`config.mk`:
```
export PLATFORM = sky130hd
export DESIGN_NAME = loop_shr_seq
export DESIGN_NICKNAME = d
export VERILOG_FILES = /design/src/rtl/loop_shr_pkg.sv /design/src/rtl/loop_shr_count.sv /design/src/rtl/loop_shr_work.sv /design/src/rtl/loop_shr_ctrl.sv /design/src/rtl/loop_shr_seq.sv
export SDC_FILE = /design/constraint.sdc
export NUM_CORES = 1
export LEC_CHECK = 0
export ABC_AREA = 1
export BUFFER_PORTS_ARGS = -buffer_cell sky130_fd_sc_hd__buf_2
export CELL_PAD_IN_SITES_DETAIL_PLACEMENT = 0
export CELL_PAD_IN_SITES_GLOBAL_PLACEMENT = 1
export CORE_MARGIN = 10
export CORE_UTILIZATION = 34
export DETAILED_ROUTE_END_ITERATION = 8
export GPL_ROUTABILITY_DRIVEN = 0
export PLACE_DENSITY = 0.78
export SLEW_MARGIN = 20
export SYNTH_ARGS = -nofsm -noshare
export SYNTH_HDL_FRONTEND = slang
export SYNTH_SLANG_ARGS = --single-unit
```
`constraint.sdc`:
```
create_clock -name clk -period 1.29 [get_ports clk]
set_input_delay 0.1935 -clock clk [delete_from_list [all_inputs] [get_ports clk]]
set_output_delay 0.1935 -clock clk [all_outputs]
set_load 0.03 [all_outputs]
```
`src/rtl/loop_shr_pkg.sv`:
```
// Package: shared types for the looping shift-right sequencer.
// Assumes: included first in compile order.
package loop_shr_pkg;

    // Sequencer phases: waiting, count-source check, shift loop.
    typedef enum logic [1:0] {
        PH_IDLE = 2'd0,
        PH_SRC  = 2'd1,
        PH_LOOP = 2'd2
    } shr_phase_t;

endpackage

```
`src/rtl/loop_shr_count.sv`:
```
// Module: loadable, decrementing shift-count register with zero detect.
// Assumes: load has priority over decrement; decrement is never asserted
// when the count is zero (the controller guarantees this).
module loop_shr_count #(
    parameter int CNT_W = 5
) (
    input  logic             clk,
    input  logic             rst_n,
    input  logic             load,
    input  logic [CNT_W-1:0] load_val,
    input  logic             dec,
    output logic [CNT_W-1:0] count,
    output logic             is_zero
);

    logic [CNT_W-1:0] count_q;

    // Update the count: clear on reset, load, or step down by one.
    always_ff @(posedge clk) begin
        if (!rst_n) begin
            count_q <= '0;
        end else if (load) begin
            count_q <= load_val;
        end else if (dec) begin
            count_q <= count_q - 1'b1;
        end
    end

    // Zero test on the current count.
    always_comb begin
        is_zero = (count_q == '0);
    end

    assign count = count_q;

endmodule

```
`src/rtl/loop_shr_work.sv`:
```
// Module: working register that loads a word or shifts it right by one,
// filling the top bit with zero.
// Assumes: load and shift are never asserted together; load wins if they are.
module loop_shr_work #(
    parameter int DATA_W = 32
) (
    input  logic              clk,
    input  logic              rst_n,
    input  logic              load,
    input  logic [DATA_W-1:0] load_val,
    input  logic              shift,
    output logic [DATA_W-1:0] word
);

    logic [DATA_W-1:0] word_q;

    // Hold, load or shift the working word.
    always_ff @(posedge clk) begin
        if (!rst_n) begin
            word_q <= '0;
        end else if (load) begin
            word_q <= load_val;
        end else if (shift) begin
            word_q <= {1'b0, word_q[DATA_W-1:1]};
        end
    end

    assign word = word_q;

endmodule

```
`src/rtl/loop_shr_ctrl.sv`:
```
// Module: control sequencer. On start it loads the immediate count and the
// operand, checks the count for zero and falls back to the register count,
// then repeats the shift step until the count is zero.
// Assumes: cnt_zero reflects the count register's present value.
module loop_shr_ctrl
    import loop_shr_pkg::*;
(
    input  logic clk,
    input  logic rst_n,
    input  logic start,
    input  logic cnt_zero,
    output logic take,       // accept start: load immediate count and operand
    output logic use_reg,    // reload the count from the register source
    output logic step,       // shift once and decrement
    output logic finish,     // loop exit: publish the result
    output logic busy
);

    shr_phase_t phase_q, phase_d;

    // Phase register.
    always_ff @(posedge clk) begin
        if (!rst_n) begin
            phase_q <= PH_IDLE;
        end else begin
            phase_q <= phase_d;
        end
    end

    // Next phase and control strobes.
    always_comb begin
        phase_d = phase_q;
        take    = 1'b0;
        use_reg = 1'b0;
        step    = 1'b0;
        finish  = 1'b0;
        unique case (phase_q)
            PH_IDLE: begin
                if (start) begin
                    take    = 1'b1;
                    phase_d = PH_SRC;
                end
            end
            PH_SRC: begin
                use_reg = cnt_zero;
                phase_d = PH_LOOP;
            end
            PH_LOOP: begin
                if (cnt_zero) begin
                    finish  = 1'b1;
                    phase_d = PH_IDLE;
                end else begin
                    step = 1'b1;
                end
            end
            default: phase_d = PH_IDLE;
        endcase
    end

    assign busy = (phase_q != PH_IDLE);

endmodule

```
`src/rtl/loop_shr_seq.sv`:
```
// Module: top of the looping shift-right sequencer. It ties the count
// register, working register and controller together, latches the fallback
// count at start, and registers the result and done pulse.
// Assumes: inputs are sampled only on the edge that accepts start.
module loop_shr_seq #(
    parameter int DATA_W = 32,
    parameter int CNT_W  = 5
) (
    input  logic              clk,
    input  logic              rst_n,
    input  logic              start,
    input  logic [DATA_W-1:0] operand,
    input  logic [CNT_W-1:0]  imm_count,
    input  logic [CNT_W-1:0]  reg_count,
    output logic              busy,
    output logic              done,
    output logic [DATA_W-1:0] result
);

    logic              take, use_reg, step, finish, cnt_zero;
    logic [CNT_W-1:0]  cnt_val, cnt_load_val, reg_cnt_q;
    logic [DATA_W-1:0] work_val;
    logic [DATA_W-1:0] result_q;
    logic              done_q;

    // Controller.
    loop_shr_ctrl u_ctrl (
        .clk      (clk),
        .rst_n    (rst_n),
        .start    (start),
        .cnt_zero (cnt_zero),
        .take     (take),
        .use_reg  (use_reg),
        .step     (step),
        .finish   (finish),
        .busy     (busy)
    );

    // Count source: immediate at accept, latched register count on fallback.
    always_comb begin
        cnt_load_val = take ? imm_count : reg_cnt_q;
    end

    // Latch the fallback count with the other operands.
    always_ff @(posedge clk) begin
        if (!rst_n) begin
            reg_cnt_q <= '0;
        end else if (take) begin
            reg_cnt_q <= reg_count;
        end
    end

    // Shift count register.
    loop_shr_count #(.CNT_W(CNT_W)) u_count (
        .clk      (clk),
        .rst_n    (rst_n),
        .load     (take | use_reg),
        .load_val (cnt_load_val),
        .dec      (step),
        .count    (cnt_val),
        .is_zero  (cnt_zero)
    );

    // Working register.
    loop_shr_work #(.DATA_W(DATA_W)) u_work (
        .clk      (clk),
        .rst_n    (rst_n),
        .load     (take),
        .load_val (operand),
        .shift    (step),
        .word     (work_val)
    );

    // Publish the result and raise done for one cycle at loop exit.
    always_ff @(posedge clk) begin
        if (!rst_n) begin
            result_q <= '0;
            done_q   <= 1'b0;
        end else begin
            done_q <= finish;
            if (finish) begin
                result_q <= work_val;
            end
        end
    end

    assign done   = done_q;
    assign result = result_q;

endmodule

```
==> metrics.md, run 1 <==
| Metric | Value |
|---|---|
| Tmin final | `1.448 ns` |
| Max-capacitance violation count | `0` |
| Final Cycle Share | `1.122` |
| Multiplexer share of the synthesized area | `0` |
| Layout Skew | `0.009583 ns` |
| # DRC | `0` |
| Max-slew violations | `0` |
| PD cells | `1408 nW/µm²` |
| Worst r2r path cells | `8` |
| RSZ-0062 raised after global routing | `yes` |
| Reg2reg end | `result[5]` |
| IO buf count | `78` |
| Grt ovf | `0` |
| Vias | `3160` |
| Critical Path Fanout Max | `7` |
| Worst setup EP type | `register` |
| Simple-gate portion of the synthesized area | `0.2756` |
| Post-Syn Area | `3264 µm²` |
| CTS tree | `done` |
| Hold Path End | `reg_cnt_q[3]` |
| Synth area leaders | `dfxtp_1, nand2_1, nor2_1` |
| TritonCTS Buffers | `9` |
| CP Launch Type | `register` |
| Critical path origin | `u_count.count[0]` |
| Setup TNS Final | `-7.350 ns` |
| Final Hold Viols | `0` |
| Worst hold-check path type | `in2reg` |
| Adder-Cell Fraction of Synth Area | `0.003833` |
| Clock net sink count | `77` |
| Share of cells above drive strength 1 | `0.3610` |
| Via density | `4.627` |
| Xor-xnor portion of the synthesized cell area | `0.005366` |
| Status | `finished with violations` |
| # diodes | `0` |
| Post-synthesis compound-gate area fraction | `0.1522` |
| R2R Path Start | `u_count.count[0]` |
| Clock Pin Slew Worst Setup and Hold Paths | `0.08 ns` |
| I/O pins | `79` |
| Cell taking the most area after synthesis | `dfxtp_1` |
| Number of synthesized register bits | `77` |
| Leak pwr | `0.002106 µW` |
| Top sig layer | `met4` |
| Met3 wire length | `457 µm` |
| Initial core utilization | `0.3516` |
| Final WL | `9853 µm` |
| Final ANT Viol Nets | `0` |
| Maximum clock frequency | `0.6908 GHz` |
| Routed wl met2 | `4548 µm` |
| Setup-failing EPs final | `69` |
| VDD IR max | `625.3 µV` |
| DP Wirelength | `6985 µm` |
| Clock Latency Late Sink | `0.35 ns` |
| Drt pass-1 iters | `4` |
| Die span in x | `118.0 µm` |
| Register area | `1551 µm²` |
| Met1 wire length | `4666 µm` |
| Failing checks | `setup timing` |
| Crit path kind | `reg2reg` |
| Slew margin rel. | `0.7263` |
| Vias in the first global route | `3159` |
| Mapped Nets | `488` |
| Share of the synthesized area in the top cell type | `0.4722` |
| Row count | `35` |
| Clk buf depth | `2` |
| Die H | `118.0 µm` |
| # fillers | `943` |
| Largest net degree at the start of global routing | `42` |
| First-pass GRT wire length | `15830 µm` |
| Largest family of logic cells by synthesized area | `simple AND/OR/NAND/NOR gates` |
| Core region area | `9284 µm²` |
| Distinct cells, synth | `29` |
| Initial antenna violation count | `0` |
| Area delta synth->final | `41.32%` |
| CTS H-tree depth | `3` |
| Sequential fraction of the synthesis area | `0.4722` |
| All-Layer GR Usage | `0.1362` |
| Multi-input gate area | `1600 µm²` |
| Avg WL per Cell | `14.43 µm` |
| Fin nets | `595` |
| Worst hold stages | `3` |
| Iter 0 DRT Violations | `179` |
| Place WS | `-0.2007 ns` |
| Final setup margin | `-0.1575 ns` |
| Mean Syn Cell Area | `7.385 µm²` |
| Root buffer cell | `clkbuf_8` |
| Reg2Reg Setup Slack | `-0.16 ns` |
| Worst Path Required | `1.57 ns` |
| Final design utilization | `0.4969` |
| DIE AREA | `13920 µm²` |
| Arr. time, crit path | `1.72 ns` |
| Syn. warnings | `0` |
| Slew @ Worst Pin | `0.4105 ns` |
| Post-Syn Instances | `442` |
| Hold Startpoint | `reg_count[3]` |
[flip-flops by register name, indices dropped and copies added (netlist names)]
register and count:
u_ctrl.phase_q 2, u_count.count 5, reg_cnt_q 5, done 1
u_work.word 32, result 32
[cell usage after synthesis (all sizes together)]
cell type	count
clkinv	1
nand2	134
buf	18
nand3	15
o211ai	1
clkbuf	6
dfxtp	77
a211oi	1
a21oi	19
nor2	65
o21ai	41
o31ai	1
nand4	1
inv	35
ha	1
nor3	1
a31oi	23
xnor2	2
[final cells by class]
cell class / count / share of cell area
Clock inverter: 6 / 0.02034
Inverter: 36 / 0.03472
Clock buffer: 10 / 0.02983
Sequential cell: 77 / 0.3363
Tap cell: 129 / 0.03499
Multi-Input combinational cell: 305 / 0.3469
Timing Repair Buffer: 120 / 0.1969
[per-stage QoR]
step | instances | cell area, µm² | total power (µW) | hold WS [ns]
after floorplan | 442 | 3291 | 3600 | 0.3062
after global placement | 656 | 3988 | 4092 | 0.3967
after detailed placement | 656 | 3988 | 4110 | 0.4040
after CTS | 679 | 4484 | 6436 | 0.03642
after global routing | 683 | 4613 | 6818 | 0.06459
final | 683 | 4613 | 6494 | 0.04198
[critical path, stage by stage (launching register included)]
cell	delay [ns]
dfxtp_2	0.33
inv_2	0.07
ha_4	0.14
nand3_4	0.11
nor3_4	0.21
buf_12	0.19
buf_4	0.12
o21ai_0	0.06
a21oi_1	0.14
[power breakdown]
group / internal [µW] / leakage [µW] / switching, µW
Sequential: 2570 / 0.000631 / 128
Combinational: 740 / 0.00136 / 938
Clock: 1160 / 0.000113 / 957
[worst max path at each step]
stage                                 end  slack (ns)  cells past startpoint
after global placement         result[24]       -0.19                      8
final                           result[5]       -0.16                      8
after detailed placement       result[24]       -0.20                      8
after floorplan                 result[1]       -0.02                      8
after global routing            result[0]       -0.26                      8
after CTS                 u_work.word[14]       -0.15                     10
[kinds of logic after synthesis]
family	after synthesis
DFF	77
AOI/OAI and AO/OA	86
adders and majority gates	1
xor gates and xnor gates	2
and+or+nand+nor	216
buffers and inverters	60
[metal layers]
metal,vias to the layer above,GRT usage
met5,-,0
met4,0,0.04791
met3,10,0.03070
met2,81,0.2143
met1,1440,0.1779
li1,1629,-
[repair_timing]
item                                    CTS  global route
pin swaps                                 5             9
setup buffers                             4             2
gates cloned                              3             2
endpoints found under the setup margin   76            71
hold buffers                              0             0
resized for setup                        67            18
[cells in the final DEF (no fill, tap or decap), types with 2 or more instances in the layout]
master     Yosys  layout
nand2_4        3       2
nand3_2        1       6
buf_12         0       8
a21oi_1       11       9
inv_2          6       4
nand3_1       13       7
xnor2_1        2       2
nand3_4        1       2
clkbuf_8       0      10
nor2_4         1       4
dfxtp_2        0       2
inv_8          0       3
o21ai_2        0       2
a21oi_2        8      10
nor2_1        61      54
o21ai_1       22      31
clkbuf_16      0       2
buf_4          5      21
o21ai_0       19       8
nand2_1      131     117
nand2_8        0       2
buf_2          6      77
inv_6          0       2
a31oi_1       23      23
dfxtp_1       77      73
buf_6          6      10
inv_1         29      27
nand2_2        0      13
nor2_2         3       7
dfxtp_4        0       2
bufinv_16      0       2
Note: power is estimated with default switching activity, not from simulation.
==> run 2: changes to the inputs <==
- SYNTH_HIERARCHICAL: default -> 1
==> run 2 against run 1 <==
The flow still finishes with violations (setup timing). Sequential cell count did not move. Area after synthesis increased by 9.1%. Clock-buffer cell count did not move. Die area rose by 7.5%. Total power down 1.4%. Maximum frequency down 9.6%. Synthesized cell count rose by 15%. Hold slack improved by 0.048 ns. Design area up 12%. Combinational power decreased by 11%. Largest power group unchanged. Highest routed layer unchanged.
==> metrics.md, run 2 <==
| Metric | Value |
|---|---|
| CP Launch Type | `register` |
| First-pass GRT wire length | `16440 µm` |
| PD cells | `1238 nW/µm²` |
| Tmin final | `1.602 ns` |
| Top FF cell, synth | `dfxtp_1` |
| Worst setup EP type | `register` |
| Most frequent cells in the layout | `nand2_1, buf_2, dfxtp_1` |
| VDD IR max | `468.7 µV` |
| Via density | `4.473` |
| Iter 0 DRT Violations | `140` |
| Vias in the first global route | `3468` |
| Synth area leaders | `dfxtp_1, nand2_1, a21oi_2` |
| Slew margin rel. | `0.8231` |
| Cell taking the most area after synthesis | `dfxtp_1` |
| Row count | `37` |
| Setup TNS Final | `-15.80 ns` |
| Leak pwr | `0.002502 µW` |
| Final Cycle Share | `1.242` |
| Initial core utilization | `0.3466` |
| # diodes | `0` |
| Fin nets | `671` |
| Clock Latency Late Sink | `0.35 ns` |
| IO buf count | `78` |
| Distinct cells, synth | `24` |
| Final ANT Viol Nets | `0` |
| Final Hold Viols | `0` |
| Sequential fraction of the synthesis area | `0.4327` |
| Core region area | `10280 µm²` |
| RSZ-0062 raised after global routing | `yes` |
| Setup-failing EPs final | `70` |
| Drt pass-1 iters | `4` |
| # DRC | `0` |
| Clock Pin Slew Worst Setup and Hold Paths | `0.08 ns` |
| Most numerous cell in the Yosys netlist | `nand2_1` |
| Vias | `3422` |
| Root buffer cell | `clkbuf_8` |
| Critical Path Fanout Max | `17` |
| Synth top cells by count | `nand2_1, dfxtp_1, nor2_1` |
| Max-capacitance violation count | `0` |
| Arr. time, crit path | `1.91 ns` |
| Worst Path Required | `1.59 ns` |
| Switching portion of total power | `0.2982` |
| Clock power share | `0.339` |
| Internal | `4493 µW` |
| # fillers | `1056` |
| # placed instances | `734` |
| Slew @ Worst Pin | `0.2650 ns` |
| DIE AREA | `14970 µm²` |
| Mapped Nets | `553` |
| Post-Syn Area | `3562 µm²` |
| Mean Syn Cell Area | `7.026 µm²` |
| Number of synthesized register bits | `77` |
| Combinational share of power | `0.234` |
| CTS H-tree depth | `3` |
| Max-slew violations | `0` |
| Share of power burned in registers | `0.427` |
| Die span in x | `122.4 µm` |
| Grt ovf | `0` |
| Maximum clock frequency | `0.6242 GHz` |
| Area delta synth->final | `45.17%` |
| Clock net sink count | `77` |
| Avg WL per Cell | `13.24 µm` |
| Share of cells above drive strength 1 | `0.4022` |
| Initial antenna violation count | `0` |
| Sw power | `1909 µW` |
| DP Wirelength | `6962 µm` |
| Clk buf depth | `2` |
| Status | `finished with violations` |
| Commonest non-fill, non-tap cell in the layout | `nand2_1` |
| Layout Skew | `0.007413 ns` |
| Post-synth EDFFs | `0` |
| All-Layer GR Usage | `0.1360` |
| Post-Layout Cell Count | `765` |
| Die H | `122.4 µm` |
| Failing checks | `setup timing` |
| Final setup margin | `-0.3121 ns` |
| Async SR Flop Fraction | `0` |
| Crit path kind | `reg2reg` |
| TritonCTS Buffers | `9` |
| Hold slack | `0.08989 ns` |
| Post-Syn Instances | `507` |
| Worst hold-check path type | `in2reg` |
| Largest net degree at the start of global routing | `19` |
| Share of the synthesized area in the top cell type | `0.4327` |
| Syn. warnings | `6` |
| Final WL | `10130 µm` |
| CTS tree | `done` |
| I/O pins | `79` |
-- run 2: cell count changes after synthesis, moves of 5 or more --
cell / previous run / this run
nand2_1: 131 / 189
a31oi_1: 23 / 0
a21oi_2: 8 / 30
inv_1: 29 / 48
o21ai_1: 22 / 10
nor2_2: 3 / 11
buf_2: 6 / 11
-- run 2: worst paths after layout --
| kind | startpoint | end | slack, ns | depth (start not counted) |
|---|---|---|---|---|
| hold / removal | reg_count[2] | reg_cnt_q[2] | 0.09 | 3 |
| hold reg to reg | result[5] | result[5] | 0.48 | 2 |
| setup / recovery | u_count/count[0] | u_work/word[0] | -0.31 | 13 |
| setup reg to reg | u_count/count[0] | u_work/word[0] | -0.31 | 13 |
-- run 2: cells by family (layout without fill, tap and decap cells) --
logic type | after synthesis | after routing | synth area share
AOI/OAI and AO/OA | 74 | 74 | 0.1377
xor gates and xnor gates | 1 | 1 | 0.002459
buffers and inverters | 79 | 201 | 0.1113
and+or+nand+nor | 275 | 275 | 0.3123
DFF | 77 | 77 | 0.4327
adders and majority gates | 1 | 1 | 0.003512
-- run 2: critical path, cell delays in order, from the launching register on --
cell and delay (ns):
dfxtp_2 0.33, inv_2 0.06, ha_4 0.14, nand3_4 0.08
inv_2 0.08, clkinv_4 0.07, nand3_4 0.07, clkinvlp_4 0.13
nor2_4 0.17, buf_12 0.16, nand2_1 0.07, nand3_1 0.08
nand2_1 0.05, inv_1 0.05
-- run 2: cell type report --
cell class	instances	area, µm²	area share
clock buffers	10	127.6	0.02468
inverters	53	222.7	0.04307
repair buffers	133	1054	0.2037
well taps	136	170.2	0.03291
flip-flops and latches	77	1545	0.2988
multi-input cells	351	1952	0.3774
clock inverters	5	100.1	0.01936
-- run 2: power by group through the flow --
stage | logic, µW | clock network, µW | registers, µW
finish | 1500 | 2170 | 2730
CTS | 1430 | 2240 | 2710
global placement | 1230 | 0 | 2730
detailed placement | 1250 | 0 | 2740
floorplan | 714 | 0 | 2850
global route | 1650 | 2320 | 2760
-- run 2: per-layer routing --
layer / share of wire / global-route usage / routed length [µm]
met2: 0.49 / 0.2254 / 4956
met1: 0.44 / 0.1629 / 4441
met3: 0.061 / 0.04086 / 618
met5: 0 / 0 / 0
met4: 0.011 / 0.05081 / 110
-- run 2: repair_timing --
| item | in CTS | in global routing |
|---|---|---|
| endpoints found under the setup margin | 71 | 74 |
| pin swaps | 19 | 23 |
| hold endpoints to repair | 0 | 0 |
| gates resized for setup | 64 | 48 |
| buffers inserted | 8 | 4 |
| gates cloned | 5 | 1 |
| hold buffers | 0 | 0 |
-- run 2: stage by stage --
stage	util	setup slack, ns	power [µW]	instance area [µm²]
floorplan	-	-0.2751	3561	3613
global placement	0.4240	-0.2364	3962	4358
detailed placement	0.4240	-0.2797	3983	4358
CTS	0.4875	-0.2790	6379	5010
global route	0.5032	-0.4057	6733	5171
finish	0.5032	-0.3121	6401	5171
